==> src/rtl/chainPkg.sv <==
package chainPkg;
  // strobes passed from the control to the datapath each cycle
  typedef struct packed {
    logic wrDo;
    logic rdDo;
  } chainStrb_t;
endpackage

==> src/rtl/chainCtrl.sv <==
module chainCtrl
  import chainPkg::*;
#(
  parameter int NUM_BANKS = 4,
  parameter int DEPTH     = 8,
  parameter int AE_LEVEL  = 1,
  parameter int AF_LEVEL  = 1,
  localparam int BW = $clog2(NUM_BANKS),
  localparam int AW = $clog2(DEPTH),
  localparam int CW = $clog2(DEPTH + 1)
) (
  input  logic                 clk,
  input  logic                 rstN,
  input  logic [NUM_BANKS-1:0] firstLoadN,
  input  logic                 wrEn,
  input  logic                 rdEn,
  output chainStrb_t           strb,
  output logic [BW-1:0]        wrBank,
  output logic [AW-1:0]        wrAddr,
  output logic [BW-1:0]        rdBank,
  output logic [AW-1:0]        rdAddr,
  output logic                 emptyFlag,
  output logic                 fullFlag,
  output logic                 almostEmpty,
  output logic                 almostFull,
  output logic [NUM_BANKS-1:0] wrTokOh,
  output logic [NUM_BANKS-1:0] rdTokOh
);
  localparam logic [BW-1:0] LAST_BANK = BW'(NUM_BANKS - 1);
  localparam logic [AW-1:0] LAST_POS  = AW'(DEPTH - 1);
  localparam logic [CW-1:0] FULL_CNT  = CW'(DEPTH);
  localparam logic [CW-1:0] AE_CNT    = CW'(AE_LEVEL);
  localparam logic [CW-1:0] AF_CNT    = CW'(DEPTH - AF_LEVEL);

  logic [BW-1:0] wTok, rTok, firstIdx;
  logic [AW-1:0] wPos, rPos;
  logic [CW-1:0] cnt     [NUM_BANKS];
  logic [CW-1:0] cntNext [NUM_BANKS];
  logic          wrOk, rdOk;
  logic          allEmpty, allFull, allLow, allHigh;

  // lowest-indexed bank with first-load low wins
  always_comb begin
    firstIdx = '0;
    for (int i = NUM_BANKS - 1; i >= 0; i--)
      if (!firstLoadN[i]) firstIdx = BW'(i);
  end

  assign wrOk = wrEn && (cnt[wTok] != FULL_CNT);
  assign rdOk = rdEn && (cnt[rTok] != '0);

  assign strb.wrDo = wrOk;
  assign strb.rdDo = rdOk;
  assign wrBank    = wTok;
  assign wrAddr    = wPos;
  assign rdBank    = rTok;
  assign rdAddr    = rPos;

  // token ring: position within the holder bank, hand-over at last slot
  always_ff @(posedge clk) begin
    if (!rstN) begin
      wTok <= firstIdx;
      rTok <= firstIdx;
      wPos <= '0;
      rPos <= '0;
    end else begin
      if (wrOk) begin
        if (wPos == LAST_POS) begin
          wPos <= '0;
          wTok <= (wTok == LAST_BANK) ? '0 : wTok + 1'b1;
        end else begin
          wPos <= wPos + 1'b1;
        end
      end
      if (rdOk) begin
        if (rPos == LAST_POS) begin
          rPos <= '0;
          rTok <= (rTok == LAST_BANK) ? '0 : rTok + 1'b1;
        end else begin
          rPos <= rPos + 1'b1;
        end
      end
    end
  end

  // per-bank occupancy
  for (genvar b = 0; b < NUM_BANKS; b++) begin : gBank
    logic incB, decB;
    assign incB = wrOk && (wTok == BW'(b));
    assign decB = rdOk && (rTok == BW'(b));
    always_comb begin
      cntNext[b] = cnt[b];
      if (incB && !decB) cntNext[b] = cnt[b] + 1'b1;
      if (decB && !incB) cntNext[b] = cnt[b] - 1'b1;
    end
    always_ff @(posedge clk) begin
      if (!rstN) cnt[b] <= '0;
      else       cnt[b] <= cntNext[b];
    end
  end

  // combined flags from next-state occupancy, one register stage
  always_comb begin
    allEmpty = 1'b1;
    allFull  = 1'b1;
    allLow   = 1'b1;
    allHigh  = 1'b1;
    for (int i = 0; i < NUM_BANKS; i++) begin
      if (cntNext[i] != '0)      allEmpty = 1'b0;
      if (cntNext[i] != FULL_CNT) allFull = 1'b0;
      if (cntNext[i] > AE_CNT)   allLow   = 1'b0;
      if (cntNext[i] < AF_CNT)   allHigh  = 1'b0;
    end
  end

  always_ff @(posedge clk) begin
    if (!rstN) begin
      emptyFlag   <= 1'b1;
      fullFlag    <= 1'b0;
      almostEmpty <= 1'b1;
      almostFull  <= 1'b0;
    end else begin
      emptyFlag   <= allEmpty;
      fullFlag    <= allFull;
      almostEmpty <= allLow;
      almostFull  <= allHigh;
    end
  end

  assign wrTokOh = NUM_BANKS'(1) << wTok;
  assign rdTokOh = NUM_BANKS'(1) << rTok;
endmodule

==> src/rtl/chainData.sv <==
module chainData
  import chainPkg::*;
#(
  parameter int NUM_BANKS = 4,
  parameter int DEPTH     = 8,
  parameter int DATA_W    = 16,
  localparam int BW = $clog2(NUM_BANKS),
  localparam int AW = $clog2(DEPTH)
) (
  input  logic              clk,
  input  logic              rstN,
  input  chainStrb_t        strb,
  input  logic [BW-1:0]     wrBank,
  input  logic [AW-1:0]     wrAddr,
  input  logic [DATA_W-1:0] wrData,
  input  logic [BW-1:0]     rdBank,
  input  logic [AW-1:0]     rdAddr,
  output logic [DATA_W-1:0] rdData,
  output logic              rdValid
);
  logic [DATA_W-1:0] bankOut [NUM_BANKS];

  for (genvar b = 0; b < NUM_BANKS; b++) begin : gMem
    logic [DATA_W-1:0] mem [DEPTH];
    always_ff @(posedge clk) begin
      if (strb.wrDo && (wrBank == BW'(b))) mem[wrAddr] <= wrData;
    end
    assign bankOut[b] = mem[rdAddr];
  end

  // output mux follows the read-token bank
  always_ff @(posedge clk) begin
    if (!rstN) begin
      rdValid <= 1'b0;
      rdData  <= '0;
    end else begin
      rdValid <= strb.rdDo;
      if (strb.rdDo) rdData <= bankOut[rdBank];
    end
  end
endmodule

==> src/rtl/chainDepthFifo.sv <==
module chainDepthFifo
  import chainPkg::*;
#(
  parameter int NUM_BANKS = 4,
  parameter int DEPTH     = 8,
  parameter int DATA_W    = 16,
  parameter int AE_LEVEL  = 1,
  parameter int AF_LEVEL  = 1
) (
  input  logic                 clk,
  input  logic                 rstN,
  input  logic [NUM_BANKS-1:0] firstLoadN,
  input  logic                 wrEn,
  input  logic [DATA_W-1:0]    wrData,
  input  logic                 rdEn,
  output logic [DATA_W-1:0]    rdData,
  output logic                 rdValid,
  output logic                 emptyFlag,
  output logic                 fullFlag,
  output logic                 almostEmpty,
  output logic                 almostFull,
  output logic [NUM_BANKS-1:0] wrTokOh,
  output logic [NUM_BANKS-1:0] rdTokOh
);
  localparam int BW = $clog2(NUM_BANKS);
  localparam int AW = $clog2(DEPTH);

  chainStrb_t    strb;
  logic [BW-1:0] wrBank, rdBank;
  logic [AW-1:0] wrAddr, rdAddr;

  chainCtrl #(
    .NUM_BANKS(NUM_BANKS), .DEPTH(DEPTH),
    .AE_LEVEL(AE_LEVEL), .AF_LEVEL(AF_LEVEL)
  ) uCtrl (
    .clk(clk), .rstN(rstN), .firstLoadN(firstLoadN),
    .wrEn(wrEn), .rdEn(rdEn), .strb(strb),
    .wrBank(wrBank), .wrAddr(wrAddr), .rdBank(rdBank), .rdAddr(rdAddr),
    .emptyFlag(emptyFlag), .fullFlag(fullFlag),
    .almostEmpty(almostEmpty), .almostFull(almostFull),
    .wrTokOh(wrTokOh), .rdTokOh(rdTokOh)
  );

  chainData #(
    .NUM_BANKS(NUM_BANKS), .DEPTH(DEPTH), .DATA_W(DATA_W)
  ) uData (
    .clk(clk), .rstN(rstN), .strb(strb),
    .wrBank(wrBank), .wrAddr(wrAddr), .wrData(wrData),
    .rdBank(rdBank), .rdAddr(rdAddr),
    .rdData(rdData), .rdValid(rdValid)
  );
endmodule

==> config.mk <==
export PLATFORM = sky130hd
export DESIGN_NAME = chainDepthFifo
export DESIGN_NICKNAME = d
export VERILOG_FILES = /design/src/rtl/chainPkg.sv /design/src/rtl/chainCtrl.sv /design/src/rtl/chainData.sv /design/src/rtl/chainDepthFifo.sv
export SDC_FILE = /design/constraint.sdc
export NUM_CORES = 1
export LEC_CHECK = 0
export BUFFER_PORTS_ARGS = -buffer_cell sky130_fd_sc_hd__buf_2
export CORE_AREA = 2 2 197 199
export DETAILED_ROUTE_END_ITERATION = 8
export DIE_AREA = 0 0 199 201
export PLACE_DENSITY = 0.8
export SYNTH_ARGS = -nofsm -noshare
export SYNTH_HDL_FRONTEND = slang
export SYNTH_SLANG_ARGS = --single-unit
==> constraint.sdc <==
create_clock -name clk -period 7.7 [get_ports clk]
set_input_delay 0.385 -clock clk [delete_from_list [all_inputs] [get_ports clk]]
set_output_delay 0.385 -clock clk [all_outputs]
set_load 0.005 [all_outputs]
==> run metrics, run 1 <==
outcome completed; R2R setup slack 3.81 ns; RSZ-0062 raised after global routing false; critical path class flop to flop; CTS tree yes; wire length per cell 29.8 um; Die W 199 um; die height 201 um; Worst Hold Slack 0.289 ns; Slew HR 15.8%; dpl hpwl 29200 um; Max-Cap Viols 0; Syn Std Cell Area 22400 um^2; drt total wl 52400 um; endpoints failing setup 0; P_leak 0.00815 uW; DR iter-0 viols 1175; die area 40000 um^2; first-pass GRT wire length 76800 um; crit path DAT 4.40 ns; syn_area_per_cell 20.3 um^2; commonest non-fill, non-tap cell in the layout edfxtp_1; leading register cell type out of synthesis edfxtp_1; total CTS buffers 53; Layout area overhead 12.1%; Final period util 50.5%; Post-Synthesis Net Count 1148; total gr overflow 0; worst slew pin tran 1.26 ns; initial antenna violation count 2; Period minus WS final 3.89 ns; core region area 38100 um^2; setup TNS 0 ns; pin count of the biggest net entering global routing 61; Req. time, crit path 8.21 ns; Crit Reg-Reg Endpoint uCtrl.fullFlag; Fill cells 2390; DP Area 23500 um^2; Post-synth EDFFs 516; PnR Total Power 6720 uW; # hold bufs at CTS 0; Initial Util 58.8%; # nets final 1237; crit path launch type flop; Yosys reg bits 566; gpl congestion 0.863; hold endpoint uData.gMem[2].mem[1][2]; clk buf depth 3; IO Pins 53; CP endpoint kind flop; hold path depth 1; Ys Warns 0; CTS resizes 0; Distinct cells, synth 52; remaining antenna violation count after routing 0; Root Buffer clkbuf_16; Worst R2R Path Depth 9; port bufs 52; max-slew violations 0; DRT Pass-1 Iters 9; crit path max fanout 20; f_max 257 MHz; layout cell share with drive strength beyond 1 30.5%; Final Instance Area 25100 um^2; htree depth 2; Post-CTS Setup Inserts 0; Post-Synthesis Cells 1104; final hold vios 0; Clock Latency Late Sink 0.60 ns; Via density 6.53; clk sink count 566; sequential area share after synthesis 73.6%; CTS clk-pin slew, worst paths 0.07 ns; cell row count 72; # DRC 0; Max VDD drop 0.000194 V; skew final 0.0212 ns; FFs w/ async S/R, synth 0%; vias in the first global route 11600; commonest cells after routing, fill and taps aside 516 x edfxtp_1, 160 x mux4_2, 54 x clkbuf_16; PD cells 268 nW/um^2; worst hold path type input port to flop; Hold Startpoint wrData[2]; gr usage total 27.2%; via count 11500; worst reg2reg startpoint uCtrl.rdBank[1]
## critical path, cell delays in order, from the launching register on
cell       delay, ns
edfxtp_1        0.84
clkinv_1        0.74
ha_1            0.44
inv_1           0.10
a211oi_4        0.06
o21ai_0         0.17
o2bb2ai_1       0.16
or4_4           0.57
or4_4           0.50
nor4_2          0.21
## per-stage QoR
| stage | std cells | setup slack, ns | util (%) |
|---|---|---|---|
| floorplan | 1104 | 4.37 | - |
| global placement | 1656 | 4.00 | 61.6 |
| detailed placement | 1656 | 3.89 | 61.6 |
| CTS | 1754 | 3.83 | 65.9 |
| global route | 1754 | 3.63 | 65.9 |
| finish | 1755 | 3.81 | 65.9 |
## cell families after synthesis
kind of cell    count (synthesis)  share of synthesized area, %
compound gates                 75                          2.72
xor+xnor                       18                         0.703
fa+ha+maj                      20                          1.12
buf+inv                        82                          1.38
flops                         566                          73.6
mux                           169                          16.5
simple gates                  174                          3.98
## layer usage
metal	vias to the layer above	GRT usage [%]	part of all wire [%]	routed length (um)
li1	4706	-	-	-
met1	5984	36.6	37	19600
met2	649	45.3	52	27000
met3	112	4.89	8.2	4290
met4	4	9.59	2.8	1470
met5	-	0	0.040	21
## report_power, final
part | internal, uW | switching (uW)
registers | 3430 | 74.3
logic | 356 | 392
clock network | 1380 | 1090
## final cells by class
class	instances	area [um^2]	area share (%)
diodes	1	2.50	0.00996
clock buffers	71	1450	5.75
clock inverters	27	193	0.767
inverters	26	97.6	0.388
multi-input cells	456	5690	22.7
flip-flops and latches	566	16500	65.7
well taps	518	648	2.58
repair buffers	90	546	2.17
## Yosys cell counts, types with 3 or more instances
library cell | number | share of area, %
dfxtp_1 | 50 | 4.5
nor3_2 | 4 | 0.18
a21boi_0 | 4 | 0.13
buf_1 | 16 | 0.27
o211a_1 | 16 | 0.71
edfxtp_1 | 516 | 69
mux4_2 | 160 | 16
mux2i_1 | 7 | 0.31
nand2_1 | 43 | 0.72
a31oi_1 | 10 | 0.28
o31ai_1 | 3 | 0.10
nand4_1 | 3 | 0.084
or3b_2 | 6 | 0.23
ha_1 | 20 | 1.1
and2_1 | 18 | 0.50
xor2_1 | 6 | 0.23
o21ai_0 | 9 | 0.20
nor2b_1 | 10 | 0.28
nor2_1 | 47 | 0.79
inv_1 | 24 | 0.40
clkbuf_1 | 39 | 0.65
a21oi_1 | 6 | 0.13
nand3b_1 | 8 | 0.27
xnor2_1 | 12 | 0.47
a221oi_1 | 10 | 0.39
nand3_1 | 23 | 0.51
## flip-flops by register name, summed over array words and instances, names as in the netlist, named ones only
register / cells
uCtrl.wrBank: 2
uCtrl.almostFull: 1
uCtrl.fullFlag: 1
uData.rdValid: 1
uCtrl.cnt: 16
uCtrl.rdAddr: 3
uData.rdData: 16
uCtrl.rdBank: 2
uCtrl.almostEmpty: 1
uData.gMem.mem: 512
uCtrl.wrAddr: 3
uCtrl.emptyFlag: 1
## worst max path at each step
stage	from	to	slack, ns	cells after the start
6_report	uCtrl.rdBank[1]	uCtrl.fullFlag	3.81	9
5_1_grt	uCtrl.rdBank[0]	uCtrl.emptyFlag	3.63	10
4_1_cts	uCtrl.rdBank[0]	uCtrl.fullFlag	3.83	10
3_5_place_dp	uCtrl.rdBank[0]	uCtrl.fullFlag	3.89	10
3_3_place_gp	uCtrl.rdBank[0]	uCtrl.fullFlag	4.00	10
2_1_floorplan	uCtrl.rdBank[0]	uCtrl.fullFlag	4.37	10
Note: power is estimated with default switching activity, not from simulation.
==> run 2, diff against run 1 <==
Clock period 7.7 ns to 3.6 ns, I/O delays scaled along.
==> run metrics, run 2 (synthesis gave the netlist of run 1 again) <==
PD cells 578 nW/um^2; wire length per cell 29.9 um; top sig layer met5; endpoints failing setup 0; IO Pins 53; post-route setup slack 0.336 ns; max reg flops 512; total CTS buffers 54; Net Sw Power 3370 uW; WL met2 26600 um; port bufs 52; Layout area overhead 13.5%; commonest cells after routing, fill and taps aside 516 x edfxtp_1, 160 x mux4_2, 57 x clkbuf_16; CP endpoint kind flop; gr usage total 27.7%; CTS clk-pin slew, worst paths 0.06 ns; Hold Startpoint firstLoadN[1]; RSZ-0062 raised after global routing false; Final period util 90.7%; Worst R2R Path Depth 10; clk sink count 566; Max-Cap Viols 0; remaining antenna violation count after routing 0; Die W 199 um; via count 11600; htree depth 2; WL met3 4550 um; f_max 306 MHz; crit path launch type flop; DRT Pass-1 Iters 5; Max VDD drop 0.000388 V; worst reg2reg startpoint uCtrl.wrBank[1]; clk buf depth 3; Clock Latency Late Sink 0.61 ns; Sequential Power Share 50.8%; Final Instance Area 25400 um^2; Req. time, crit path 4.12 ns; crit path max fanout 4; crit path DAT 3.79 ns; Post-CTS Setup Inserts 0; final hold vios 0; cell row count 72; DR iter-0 viols 1362; Crit Reg-Reg Endpoint uCtrl.fullFlag; # hold bufs at CTS 0; detailed-route wire length on metal 1 20000 um; cell internal pwr 11300 uW; critical path class flop to flop; worst slew pin tran 0.820 ns; Reg with most FFs uData.gMem.mem; layout cell share with drive strength beyond 1 31.6%; hold path depth 3; skew final 0.0191 ns; die height 201 um; setup TNS 0 ns; core region area 38100 um^2; commonest non-fill, non-tap cell in the layout edfxtp_1; die area 40000 um^2; initial antenna violation count 2; worst hold path type input port to flop; drt total wl 53100 um; CTS resizes 0; P_leak 0.00831 uW; Setup WS pre-CTS 0.411 ns; Initial Util 58.8%; gpl congestion 0.929; # DRC 0; Comb pwr share 11.4%; R2R setup slack 0.34 ns; CTS tree yes; total gr overflow 0; biggest regs uData.gMem.mem (512), uCtrl.cnt (16), uData.rdData (16); Root Buffer clkbuf_16; Period minus WS final 3.26 ns; vias in the first global route 11700; clock power share 37.8%; dpl hpwl 28900 um; Via density 6.51; outcome completed; sw frac 22.9%; Slew HR 45.3%; DP Area 23700 um^2; pin count of the biggest net entering global routing 37; # nets final 1256; first-pass GRT wire length 77900 um; ant diodes 0; max-slew violations 0
run 2: changes by cell type in the layout (fill, tap and decap cells not counted), sizes merged:
cell      change
buf          +18
bufinv        +1
clkbuf       +10
clkinv        -6
clkinvlp      -3
diode         -1
run 2: area by class of cell:
cell class / count / area [um^2]
Timing Repair Buffer: 108 / 756
Sequential cell: 566 / 16500
Clock inverter: 19 / 171
Clock buffer: 81 / 1560
Inverter: 26 / 97.6
Fill cell: 2335 / 12700
Multi-Input combinational cell: 456 / 5690
Tap cell: 518 / 648
run 2: routing by layer:
layer	up-vias	track usage (%)
met1	6004	37.8
met5	-	0
met3	125	5.48
li1	4741	-
met4	4	10.8
met2	676	44.7
run 2: worst max path at each step:
stage | from | to | depth (start not counted)
floorplan | uCtrl.rdBank[0] | uCtrl.fullFlag | 10
global route | uCtrl.wrBank[0] | uCtrl.emptyFlag | 11
detailed placement | uCtrl.wrBank[1] | uCtrl.fullFlag | 10
global placement | uCtrl.cnt[2][1] | uCtrl.fullFlag | 8
finish | uCtrl.wrBank[1] | uCtrl.fullFlag | 10
CTS | uCtrl.wrBank[1] | uCtrl.fullFlag | 10
run 2: metrics by stage:
stage / hold WS [ns] / cells / utilization (%) / power [uW]
floorplan: 0.279 / 1104 / - / 8680
global placement: 0.477 / 1674 / 62.2 / 9230
detailed placement: 0.485 / 1674 / 62.2 / 9260
CTS: 0.0323 / 1774 / 66.7 / 14800
global route: 0.0684 / 1774 / 66.7 / 15100
finish: 0.0669 / 1774 / 66.7 / 14700
run 2: power by group through the flow:
stage	sequential, uW	clock [uW]	combinational, uW
floorplan	7520	0	1150
detailed placement	7610	0	1660
finish	7470	5550	1680
global route	7490	5860	1800
CTS	7470	5620	1690
global placement	7600	0	1640
run 2: worst max-delay path: stages (launching register included):
cell	delay, ns
edfxtp_1	0.43
inv_1	0.10
ha_1	0.23
nand3_1	0.09
a221oi_1	0.51
nor2_1	0.20
a21oi_1	0.20
o32ai_1	0.16
or4_4	0.55
or4_4	0.50
nor4_2	0.20
